## src/rtl/ser_cfg_pkg.sv

```systemverilog
package ser_cfg_pkg;

  // Strobes from the control unit to the datapath, one system clock wide
  typedef struct packed {
    logic shiftEn;   // shift one bit into the word
    logic shiftBit;  // bit value to shift in
    logic loadEn;    // copy the word into the selected latch
    logic loadHigh;  // synchronised load level, freezes the word
  } ser_strobe_t;

  localparam int MON_W = 3;

  typedef enum logic [MON_W-1:0] {
    MON_LOW  = 3'd0,
    MON_LOCK = 3'd1,
    MON_RF   = 3'd2,
    MON_REF  = 3'd3
  } mon_sel_e;

endpackage

```

## src/rtl/ser_cfg_ctrl.sv

```systemverilog
module ser_cfg_ctrl
  import ser_cfg_pkg::*;
#(
  parameter int SYNC_STAGES = 2
) (
  input  logic        clk,
  input  logic        rst_n,
  input  logic        serClk,
  input  logic        serData,
  input  logic        serLoad,
  output ser_strobe_t strb
);

  localparam int LAST = SYNC_STAGES - 1;

  logic [SYNC_STAGES-1:0] clkSync;
  logic [SYNC_STAGES-1:0] dataSync;
  logic [SYNC_STAGES-1:0] loadSync;
  logic                   clkPrev;
  logic                   loadPrev;

  generate
    if (SYNC_STAGES > 1) begin : g_multi
      always_ff @(posedge clk or negedge rst_n) begin
        if (!rst_n) begin
          clkSync  <= '0;
          dataSync <= '0;
          loadSync <= '0;
        end else begin
          clkSync  <= {clkSync[SYNC_STAGES-2:0], serClk};
          dataSync <= {dataSync[SYNC_STAGES-2:0], serData};
          loadSync <= {loadSync[SYNC_STAGES-2:0], serLoad};
        end
      end
    end else begin : g_single
      always_ff @(posedge clk or negedge rst_n) begin
        if (!rst_n) begin
          clkSync  <= '0;
          dataSync <= '0;
          loadSync <= '0;
        end else begin
          clkSync  <= serClk;
          dataSync <= serData;
          loadSync <= serLoad;
        end
      end
    end
  endgenerate

  always_ff @(posedge clk or negedge rst_n) begin
    if (!rst_n) begin
      clkPrev  <= 1'b0;
      loadPrev <= 1'b0;
    end else begin
      clkPrev  <= clkSync[LAST];
      loadPrev <= loadSync[LAST];
    end
  end

  logic clkRise;
  logic loadRise;

  always_comb begin
    clkRise       = clkSync[LAST] & ~clkPrev;
    loadRise      = loadSync[LAST] & ~loadPrev;
    strb.loadHigh = loadSync[LAST];
    strb.loadEn   = loadRise;
    strb.shiftEn  = clkRise & ~loadSync[LAST];
    strb.shiftBit = dataSync[LAST];
  end

endmodule

```

## src/rtl/ser_cfg_dp.sv

```systemverilog
module ser_cfg_dp
  import ser_cfg_pkg::*;
#(
  parameter int WORD_W    = 24,
  parameter int SEL_W     = 2,
  parameter int PD_POS    = 3,
  parameter int MON_POS   = 4
) (
  input  logic                              clk,
  input  logic                              rst_n,
  input  ser_strobe_t                       strb,
  input  logic                              chipEn,
  input  logic                              lockDet,
  input  logic                              rfScaled,
  input  logic                              refScaled,
  output logic [WORD_W-1:0]                 srWord,
  output logic [(WORD_W<<SEL_W)-1:0]        latchBus,
  output logic                              powerDown,
  output logic                              cpDriveEn,
  output logic                              monitorOut
);

  localparam int NUM_LATCH = 1 << SEL_W;

  logic [WORD_W-1:0] latchArr [NUM_LATCH];
  logic [SEL_W-1:0]  destSel;

  // Shift register, MSB first
  always_ff @(posedge clk or negedge rst_n) begin
    if (!rst_n) begin
      srWord <= '0;
    end else if (strb.shiftEn) begin
      srWord <= {srWord[WORD_W-2:0], strb.shiftBit};
    end
  end

  assign destSel = srWord[SEL_W-1:0];

  // One latch per select code
  generate
    for (genvar g = 0; g < NUM_LATCH; g++) begin : g_latch
      always_ff @(posedge clk or negedge rst_n) begin
        if (!rst_n) begin
          latchArr[g] <= '0;
        end else if (strb.loadEn && (destSel == SEL_W'(g))) begin
          latchArr[g] <= srWord;
        end
      end
      assign latchBus[g*WORD_W +: WORD_W] = latchArr[g];
    end
  endgenerate

  // Power-down qualified by chip enable, taken from latch 0
  logic pdReq;
  assign pdReq     = latchArr[0][PD_POS];
  assign powerDown = ~chipEn | pdReq;
  assign cpDriveEn = chipEn & ~pdReq;

  // Monitor multiplexer, select field in latch 0
  mon_sel_e monSel;
  assign monSel = mon_sel_e'(latchArr[0][MON_POS +: MON_W]);

  always_comb begin
    case (monSel)
      MON_LOCK: monitorOut = lockDet;
      MON_RF:   monitorOut = rfScaled;
      MON_REF:  monitorOut = refScaled;
      default:  monitorOut = 1'b0;
    endcase
  end

endmodule

```

## src/rtl/ser_cfg_loader.sv

```systemverilog
module ser_cfg_loader
  import ser_cfg_pkg::*;
#(
  parameter int WORD_W      = 24,
  parameter int SEL_W       = 2,
  parameter int SYNC_STAGES = 2,
  parameter int PD_POS      = 3,
  parameter int MON_POS     = 4
) (
  input  logic                       clk,
  input  logic                       rst_n,
  input  logic                       serClk,
  input  logic                       serData,
  input  logic                       serLoad,
  input  logic                       chipEn,
  input  logic                       lockDet,
  input  logic                       rfScaled,
  input  logic                       refScaled,
  output logic [(WORD_W<<SEL_W)-1:0] latchBus,
  output logic                       powerDown,
  output logic                       cpDriveEn,
  output logic                       monitorOut
);

  ser_strobe_t       strb;
  logic [WORD_W-1:0] srWord;

  ser_cfg_ctrl #(
    .SYNC_STAGES(SYNC_STAGES)
  ) u_ctrl (
    .clk    (clk),
    .rst_n  (rst_n),
    .serClk (serClk),
    .serData(serData),
    .serLoad(serLoad),
    .strb   (strb)
  );

  ser_cfg_dp #(
    .WORD_W (WORD_W),
    .SEL_W  (SEL_W),
    .PD_POS (PD_POS),
    .MON_POS(MON_POS)
  ) u_dp (
    .clk       (clk),
    .rst_n     (rst_n),
    .strb      (strb),
    .chipEn    (chipEn),
    .lockDet   (lockDet),
    .rfScaled  (rfScaled),
    .refScaled (refScaled),
    .srWord    (srWord),
    .latchBus  (latchBus),
    .powerDown (powerDown),
    .cpDriveEn (cpDriveEn),
    .monitorOut(monitorOut)
  );

endmodule

```

## config.mk

```make
export PLATFORM = sky130hd
export DESIGN_NAME = ser_cfg_loader
export DESIGN_NICKNAME = d
export VERILOG_FILES = /design/src/rtl/ser_cfg_pkg.sv /design/src/rtl/ser_cfg_ctrl.sv /design/src/rtl/ser_cfg_dp.sv /design/src/rtl/ser_cfg_loader.sv
export SDC_FILE = /design/constraint.sdc
export NUM_CORES = 1
export LEC_CHECK = 0
export BUFFER_PORTS_ARGS = -buffer_cell sky130_fd_sc_hd__buf_2
export CAP_MARGIN = 20
export CORE_MARGIN = 8
export CORE_UTILIZATION = 48
export DETAILED_ROUTE_END_ITERATION = 7
export GPL_TIMING_DRIVEN = 0
export PLACE_DENSITY = 0.75
export SKIP_LAST_GASP = 1
export SLEW_MARGIN = 20
export SYNTH_ARGS = -nofsm -noshare
export SYNTH_HDL_FRONTEND = slang
export SYNTH_SLANG_ARGS = --single-unit
```

## constraint.sdc

```tcl
create_clock -name clk -period 1.47 [get_ports clk]
set_clock_uncertainty 0.1 [all_clocks]
set_input_delay 0.2205 -clock clk [delete_from_list [all_inputs] [get_ports clk]]
set_output_delay 0.2205 -clock clk [all_outputs]
set_load 0.02 [all_outputs]
```

==> qor.csv <==
metric,value,unit
status,finished with violations,
failing checks,negative setup slack,
Synth top area share,65.39,%
Slew headroom,62.29,%
Post-Route Setup TNS,-13870,ps
RePlAce Congestion,0.7520,
htree depth,4,
CTS tree,done,
Reg2Reg Setup Slack,-200,ps
# clock sinks,128,
Post-synth top cells,"dfrtp_1, mux2_2, mux2_4",
Reg-to-Reg Start,u_ctrl.loadPrev,
share of layout cells above drive strength 1,69.11,%
Worst Setup EP,monitorOut,
CTS max path bufs,2,
met3 GRT Util,5.387,%
Worst Path Max Fanout,3,
Num CTS Buffers,17,
Final period util,120.6,%
Post-Route WL,12.08,mm
P_sw,3.092,mW
Crit path arrival time,1450,ps
fin util,71.06,%
die height,117.0,microns
crit path launch,u_dp.latchBus[5],
IO Pins,108,
Detailed Routing Iterations Pass 1,4,
syn nets,279,
Synth area leaders,"dfrtp_1, mux2_2, mux2_4",
cell taking the most area after synthesis,dfrtp_1,
DRT antenna net count,0,
nets,446,
vias per cell,5.049,
Min Hold Slack,138.6,ps
Seq pwr share,38.7,%
Synth Register Bits,128,
clock share of power,40.3,%
"EDFF count, synth",0,
drt wl/cell,20.62,microns
initial DRC count,114,
Placed Cells incl. Taps,514,
slowest CP cell,dfrtp_1,
Final HPWL DP,6.634,mm
worst skew pair latency,520,ps
All-Layer GR Usage,18.36,%
pin count of the biggest net entering global routing,68,
vias in the first global route,3225,
global route hottest layer,met2,
row cnt,37,
crit path kind,reg -> out,
VDD IR max,0.9884,mV
RR Endpoint,u_dp.latchBus[30],
fin. max-slew vios,0,
hold crit path type,in -> async,
initial core utilization,48.32,%
"Reg clk slew, reported paths",60,ps
number of max-cap violations,0,
"Req. time, crit path",1150,ps
GR met1 Demand/Resource,22.62,%
grt ovf,0,
syn_area_per_cell,18.14,sq um
input/output buffers,107,
worst setup margin,-303.5,ps
crit path time final,1774,ps
core area,10140,sq um
most frequent cell after synthesis,dfrtp_1,
highest clock rate,0.5639,GHz
area grow syn2layout,47.08,%
Final setup viols,112,
Non-Filler Instances,586,
grt met2 use,29.76,%
initial antenna violation count,0,
crit-path cells,"mux2i_1, a211oi_2, buf_4",
Pint,8.211,mW
critical path endpoint category,output pin,
first-pass GRT wire length,18.54,mm
Synth Flop Type,dfrtp_1,
Synth async-reset ratio,100.0,%
Die Wd,117.0,microns
FF-to-FF path depth,5,
Comb power frac,20.9,%
Gate Count Post-Synth,270,
Yosys warning total,0,
actual slew at the worst max-slew pin,565.7,ps
full die area,13690,sq um
via count of the routed design,2959,
RSZ-0062 raised after global routing,yes,
startpoint types,flop,
PD cells,1569,nW/um^2
switching share of power,27.36,%
DRC errors left,0,
"Seq/Total Area, Yosys",65.39,%
leakage,3.820,nW
CTS Root Cell,clkbuf_8,
Final Hold Viols,0,
final antenna diode count,0,
post-layout total power,11.30,mW
post-synth cell types,20,
max incr delay on CP,400,ps
Netlist Area Pre-Place,4898,sq um
## logic make-up (layout without fill, tap and decap cells)
kind of cell / after synthesis / after routing / synth area share (%)
AOI/OAI and AO/OA: 2 / 2 / 0.2554
buffers and inverters: 13 / 193 / 2.937
DFF: 128 / 128 / 65.39
muxes: 113 / 113 / 28.71
and+or+nand+nor: 14 / 14 / 2.707
## worst max-delay path, delay by kind of cell, from the launching register on
kind / cells / cell delay [ps]
DFF: 1 / 400
AOI/OAI and AO/OA: 1 / 210
muxes: 1 / 140
buffers and inverters: 1 / 180
## worst min-delay path by stage
stage                                   end  slack, ps
after CTS                 u_dp.latchBus[73]        140
after global placement    u_ctrl.clkSync[0]        230
final                     u_dp.latchBus[73]        140
after global routing      u_dp.latchBus[94]        160
after detailed placement  u_dp.latchBus[73]        130
after floorplan              u_ctrl.clkPrev       -180
## registers in the layout (all words and copies together), names as in the netlist
name,count
u_ctrl.clkSync,2
u_ctrl.loadPrev,1
u_ctrl.dataSync,2
u_ctrl.loadSync,2
u_dp.srWord,24
u_dp.latchBus,96
u_ctrl.clkPrev,1
## cell type report
type	instances	area (sq um)
fillers	648	2934
flip-flops and latches	128	3207
inverters	1	3.754
repair buffers	149	1146
clock inverters	14	212.7
well taps	136	170.2
multi-input cells	129	1854
clock buffers	18	427.9
plain buffers	11	182.7
## per-stage QoR
step / setup WS (ps) / area [sq um]
after global routing: -393.1 / 7204
final: -303.5 / 7204
after global placement: -1453 / 5698
after detailed placement: -332.2 / 5732
after floorplan: -123.6 / 4992
after CTS: -347.4 / 7012
## per-layer routing
layer | wire [microns] | part of all wire (%)
met1 | 5319 | 44
met2 | 6032 | 50
met3 | 575 | 4.8
met4 | 156 | 1.3
met5 | 0 | 0
## repair_timing
item,CTS,global route
setup buffers,22,9
gates resized for setup,66,37
setup endpoints to repair,108,118
hold buffers,4,0
pin swaps,3,1
hold endpoints to repair,64,0
gates cloned,8,2
## cell usage in the layout, fill, tap and decap left out, drive strengths merged
| master | Yosys | routed |
|---|---|---|
| nand2b | 3 | 3 |
| clkinvlp | 0 | 4 |
| mux2 | 112 | 112 |
| mux2i | 1 | 1 |
| inv | 1 | 2 |
| nor4b | 1 | 1 |
| dfrtp | 128 | 128 |
| clkbuf | 0 | 20 |
| dlygate4sd3 | 0 | 4 |
| buf | 12 | 154 |
| a21oi | 1 | 1 |
| bufinv | 0 | 5 |
| nor2b | 4 | 4 |
| nor3b | 1 | 1 |
| nand4b | 1 | 1 |
| a211oi | 1 | 1 |
| clkinv | 0 | 4 |
| or2 | 2 | 2 |
| and4bb | 2 | 2 |
## power by group through the flow
stage          logic (mW)  clock network, mW  registers (mW)
3_3_place_gp         1.76                  0            4.37
6_report             2.37               4.56            4.38
3_5_place_dp         1.79                  0            4.40
5_1_grt              2.50               4.78            4.44
4_1_cts              2.21               4.60            4.36
2_1_floorplan       0.769                  0            4.73
(Power assumes the default switching activity.)
